[config.mk]
export PLATFORM = sky130hd
export DESIGN_NAME = wdog_pulse
export DESIGN_NICKNAME = d
export VERILOG_FILES = /design/src/rtl/wdog_pulse.sv
export SDC_FILE = /design/constraint.sdc
export NUM_CORES = 1
export LEC_CHECK = 0
export CAP_MARGIN = 20
export CORE_UTILIZATION = 30
export CTS_BUF_LIST = sky130_fd_sc_hd__clkbuf_16
export DETAILED_ROUTE_END_ITERATION = 8
export RECOVER_POWER = 25
export SYNTH_ARGS = -nofsm -noshare
export SYNTH_HDL_FRONTEND = slang
export SYNTH_SLANG_ARGS = --single-unit
[constraint.sdc]
create_clock -name clk -period 2.84 [get_ports clk]
set_input_delay 0.284 -clock clk [delete_from_list [all_inputs] [get_ports clk]]
set_output_delay 0.284 -clock clk [all_outputs]
set_load 0.02 [all_outputs]
[src/rtl/wdog_pulse.sv]
module wdog_pulse #(
  parameter int          AW         = 5,
  parameter int          WB         = 20,
  parameter logic [31:0] RELOAD_RST = 32'd30_000_000,
  parameter logic [31:0] WIDTH_RST  = 32'h0000_00FF,
  parameter logic [31:0] RESTART_KEY = 32'h0000_4755
) (
  input  logic          clk,
  input  logic          rst_n,
  input  logic          tick_1us,
  input  logic          bus_wr,
  input  logic [AW-1:0] bus_addr,
  input  logic [31:0]   bus_wdata,
  output logic [31:0]   bus_rdata,
  output logic          pad_out,
  output logic          pad_oe,
  output logic          reset_req,
  output logic          timeout_flag,
  output logic          flash_cs_swap
);
  localparam logic [AW-1:0] A_COUNT   = AW'('h00);
  localparam logic [AW-1:0] A_RELOAD  = AW'('h04);
  localparam logic [AW-1:0] A_RESTART = AW'('h08);
  localparam logic [AW-1:0] A_CTRL    = AW'('h0C);
  localparam logic [AW-1:0] A_STATUS  = AW'('h10);
  localparam logic [AW-1:0] A_CLEAR   = AW'('h14);
  localparam logic [AW-1:0] A_PULSE   = AW'('h18);
  localparam logic [7:0] K_HIGH = 8'hA5, K_LOW = 8'h5A;
  localparam logic [7:0] K_PP   = 8'hA8, K_OD  = 8'h8A;

  logic [31:0]   cnt, reload;
  logic [2:0]    ctrl;
  logic          boot_sec;
  logic [WB-1:0] width, pcnt;
  logic          pol_high, push_pull, pulse_act;

  wire en      = ctrl[0];
  wire ext_en  = ctrl[1];
  wire alt     = ctrl[2];
  wire wr_rst  = bus_wr && bus_addr == A_RESTART && bus_wdata == RESTART_KEY;
  wire wr_clr  = bus_wr && bus_addr == A_CLEAR;
  wire wr_cfg  = bus_wr && bus_addr == A_PULSE;
  wire expire  = en && tick_1us && cnt == 32'd1 && !wr_rst;
  wire [7:0] top = bus_wdata[31:24];

  always_ff @(posedge clk or negedge rst_n)
    if (!rst_n)                       cnt <= RELOAD_RST;
    else if (wr_rst)                  cnt <= reload;
    else if (en && tick_1us && cnt != 0) cnt <= cnt - 32'd1;

  always_ff @(posedge clk or negedge rst_n)
    if (!rst_n) begin
      reload <= RELOAD_RST;
      ctrl   <= '0;
    end else if (bus_wr) begin
      if (bus_addr == A_RELOAD) reload <= bus_wdata;
      if (bus_addr == A_CTRL)   ctrl   <= bus_wdata[2:0];
    end

  always_ff @(posedge clk or negedge rst_n)
    if (!rst_n) begin
      timeout_flag <= 1'b0;
      boot_sec     <= 1'b0;
    end else if (expire) begin
      timeout_flag <= 1'b1;
      boot_sec     <= boot_sec | alt;
    end else if (wr_clr) begin
      timeout_flag <= 1'b0;
      boot_sec     <= 1'b0;
    end

  always_ff @(posedge clk or negedge rst_n)
    if (!rst_n) begin
      width     <= WIDTH_RST[WB-1:0];
      pol_high  <= 1'b0;
      push_pull <= 1'b0;
    end else if (wr_cfg) begin
      width <= bus_wdata[WB-1:0];
      case (top)
        K_HIGH:  pol_high  <= 1'b1;
        K_LOW:   pol_high  <= 1'b0;
        K_PP:    push_pull <= 1'b1;
        K_OD:    push_pull <= 1'b0;
        default: ;
      endcase
    end

  always_ff @(posedge clk or negedge rst_n)
    if (!rst_n) begin
      pulse_act <= 1'b0;
      pcnt      <= '0;
    end else if (expire && ext_en) begin
      pulse_act <= 1'b1;
      pcnt      <= width;
    end else if (pulse_act && tick_1us) begin
      if (pcnt == 0) pulse_act <= 1'b0;
      else           pcnt <= pcnt - 1'b1;
    end

  assign reset_req     = pulse_act;
  assign pad_out       = pulse_act ? pol_high : ~pol_high;
  assign pad_oe        = push_pull | pulse_act;
  assign flash_cs_swap = boot_sec;

  always_comb begin
    bus_rdata = '0;
    case (bus_addr)
      A_COUNT:  bus_rdata = cnt;
      A_RELOAD: bus_rdata = reload;
      A_CTRL:   bus_rdata = {29'd0, ctrl};
      A_STATUS: bus_rdata = {30'd0, boot_sec, timeout_flag};
      A_PULSE:  bus_rdata = {pol_high, push_pull, 30'(width)};
      default:  bus_rdata = '0;
    endcase
  end

  p_hold_r2: assert property (@(posedge clk) disable iff (!rst_n)
    (!en && !wr_rst) |=> $stable(cnt));
  p_restart_r3: assert property (@(posedge clk) disable iff (!rst_n)
    wr_rst |=> cnt == $past(reload));
  p_flag_r4: assert property (@(posedge clk) disable iff (!rst_n)
    (en && tick_1us && cnt == 32'd1 && !wr_rst) |=> timeout_flag && cnt == 32'd0);
  p_gate_r5: assert property (@(posedge clk) disable iff (!rst_n)
    $rose(reset_req) |-> $past(ctrl[0] && ctrl[1]));
  p_keep_r7: assert property (@(posedge clk) disable iff (!rst_n)
    (wr_cfg && top != K_HIGH && top != K_LOW && top != K_PP && top != K_OD)
      |=> $stable(pol_high) && $stable(push_pull));
  p_clear_r9: assert property (@(posedge clk) disable iff (!rst_n)
    (wr_clr && !(en && tick_1us && cnt == 32'd1 && !wr_rst)) |=> !timeout_flag && !flash_cs_swap);
  p_race_r10: assert property (@(posedge clk) disable iff (!rst_n)
    (wr_rst && !timeout_flag) |=> !timeout_flag);
endmodule

==> summary.md, run 1 <==
| Metric | Value |
|---|---|
| DR WL/cell | `17.4 um` |
| Std cell rows | `51` |
| Post-route ant nets | `0` |
| Routed WL | `17.3 mm` |
| Worst setup margin | `0.133 ns` |
| Post-synth EDFFs | `0` |
| Post-Syn Area | `0.00605 sq mm` |
| Post-Syn Instances | `635` |
| Fin. Hold Viols | `0` |
| Fill cells | `1935` |
| Placed Instances | `977` |
| Cell taking the most area after synthesis | `dfrtp_1` |
| Register bit count reported by yosys | `112` |
| Count of final max-slew check failures | `0` |
| Unrepaired setup endpoints after global routing | `no` |
| Largest cells by area after synthesis | `dfrtp_1 (35%), dfstp_2 (12%), mux2_2 (6.9%)` |
| Crit path capture type | `output port` |
| Reg clk slew, reported paths | `0.07 ns` |
| Syn_nets | `680` |
| CTS tree | `built` |
| Initial antenna violation count | `0` |
| Synth Warn # | `0` |
| Total CTS buffers | `9` |
| Core area | `0.0196 sq mm` |
| Power per cell area | `679 mW/mm^2` |
| Share of cells above drive strength 1 | `17.8%` |
| Die extent in x | `144 um` |
| Mean post-synth cell area | `9.53 sq um` |
| Crit Path Max Fanout | `16` |
| Drc violations | `0` |
| GR Util All Layers | `17.7%` |
| Finished Layout Cells | `994` |
| Run status | `complete, no violations` |
| Area of the multi-input gates | `0.00300 sq mm` |
| List of most frequent post-synthesis cells | `nand2_1 (99), dfrtp_1 (84), nor2_1 (52), mux2_2 (37), a21oi_1 (32)` |
| Worst Tran Pin Value | `1.15 ns` |
| Global route total overflow | `0` |
| CTS Sinks | `112` |
| Number of global-route vias before repair | `4811` |
| Worst Setup Start Kind | `input pin` |
| Bufs on Longest Clock Path | `2` |
| Async SR Flop Fraction | `100%` |
| HP Class | `reg -> reg` |
| First drt pass iteration count | `5` |
| # nets final | `769` |
| DP HPWL | `12.9 mm` |
| # diodes | `0` |
| Area grow syn2layout | `26.1%` |
| Yosys top cell area share | `34.7%` |
| Initial Util | `30.9%` |
| Root cell of the clock tree | `clkbuf_16` |
| Top_reg_cell synth | `dfrtp_1` |
| Most frequent cell after synthesis | `nand2_1` |
| Worst vdd ir | `0.000455 V` |
| Tot Pwr | `5.18 mW` |
| IO Port Bufs | `77` |
| Min cycle time layout | `2.71 ns` |
| IO Count | `78` |
| Largest net degree at the start of global routing | `49` |
| Vias per cell | `5.18` |
| Setup tns final | `0 ns` |
| Die height | `144 um` |
| Global-route wire length before repair | `27.7 mm` |
| Pre-CTS setup slack | `0.0129 ns` |
| Total of max-cap violations | `0` |
| Slew headroom | `23.4%` |
| Period utilisation layout | `95.3%` |
| Leakage | `3.36 nW` |
| Data arrival, critical path | `2.42 ns` |
| CP Class | `in -> out` |
| Reg area | `0.00284 sq mm` |
| Endpoints failing setup | `0` |
| Sequential fraction of the synthesis area | `46.9%` |
| Vias | `5152` |
| Worst Skew | `0.0118 ns` |
| GP Congestion | `0.816` |
| FMAX | `0.369 GHz` |
| Worst EP required | `2.56 ns` |
| Library cells used by synthesis | `55` |
| FF-to-FF setup slack | `0.25 ns` |
| Die Area | `0.0207 sq mm` |
| Initial DRC Count | `401` |
| H-tree depth | `3` |
| Clock latency on the worst-skew pair | `0.36 ns` |
==> final cells by class <==
type,instances,area share [%]
sequential,112,37.2
clock buffer,9,2.95
inverter,24,1.18
timing repair buffer,112,14.1
clock inverter,7,0.820
tap,265,4.35
multi-input combinational,465,39.4
==> sequential cells by signal, indices dropped and copies added, names as in the netlist <==
signal / flops
cnt: 32
push_pull: 1
reset_req: 1
flash_cs_swap: 1
pcnt: 20
width: 20
reload: 32
timeout_flag: 1
pol_high: 1
ctrl: 3
==> cells in the final DEF (no fill, tap or decap), types with 7 or more instances in the layout <==
cell and instances:
a21oi_1 32, a222oi_1 19, a22o_1 12, buf_4 28, clkbuf_16 9, clkdlybuf4s50_1 74, dfrtp_1 84, dfstp_2 28
inv_1 24, mux2_2 37, nand2_1 99, nand3_1 14, nand4_1 9, nor2_1 52, nor3_1 20, nor4_1 21
o21ai_0 21, or3_1 8, or4_1 7, xnor2_1 28, xor2_1 19
==> metal layers <==
metal / GRT usage (%) / part of all wire [%] / wire [um] / vias to the layer above
li1: - / - / - / 2462
met1: 25.3 / 47 / 8090 / 2533
met2: 27.3 / 46 / 8020 / 142
met3: 2.38 / 4.8 / 828 / 15
met4: 6.44 / 1.8 / 316 / 0
met5: 0 / 0 / 0 / -
==> through the flow <==
step	hold WS, ns	utilization (%)	area (sq um)
after floorplan	-0.0116	-	6050
after global placement	0.325	37.4	7330
after detailed placement	0.330	37.4	7330
after CTS	0.471	38.9	7630
after global routing	0.495	38.9	7630
final	0.470	38.9	7630
==> critical path, cell delays in order <==
cell	delay, ns
clkdlybuf4s50_1	0.42
or3_4	0.43
nor3b_2	0.25
buf_6	0.22
a222oi_1	0.14
inv_1	0.08
clkdlybuf4s50_1	0.60
==> logic make-up after synthesis <==
family	count (synthesis)	synth area share, %
AO/OA/AOI/OAI	104	11.9
XOR/XNOR	47	6.80
flip-flops	112	46.9
buffers and inverters	58	3.85
AND/OR/NAND/NOR	270	22.4
multiplexers	40	7.38
adder cells (fa/ha/maj)	4	0.827
==> power breakdown <==
part | total [mW] | switching (mW) | internal (mW)
clock network | 1.26 | 0.645 | 0.612
logic | 1.48 | 0.799 | 0.682
registers | 2.45 | 0.426 | 2.02
total | 5.18 | 1.87 | 3.31
==> what timing repair did <==
item	in CTS	in global routing
setup buffers	0	0
hold buffers	1	0
endpoints found under the setup margin	0	24
hold endpoints to repair	34	0
gates resized for setup	0	5
==> path summary, 6_finish.rpt <==
| check | from | endpoint | depth (start not counted) |
|---|---|---|---|
| min in group asynchronous | rst_n | pcnt[1]$_DFFE_PN0P_ | 2 |
| max in group asynchronous | rst_n | width[18]$_DFFE_PN0P_ | 3 |
| worst max-delay path | bus_addr[1] | bus_rdata[6] | 7 |
| worst max register to register | cnt[26]$_DFFE_PN0P_ | pcnt[19]$_DFFE_PN0P_ | 7 |
| worst min register to register | width[5]$_DFFE_PN1P_ | width[5]$_DFFE_PN1P_ | 2 |
| worst min-delay path | width[5]$_DFFE_PN1P_ | width[5]$_DFFE_PN1P_ | 2 |
Note: power is estimated with default switching activity, not from simulation.
==> run 2, diff against run 1 <==
CTS_CLUSTER_SIZE = 30   (was unset)
==> results of run 2 <==
Final layout, timing and power as in run 1 (identical DEF).
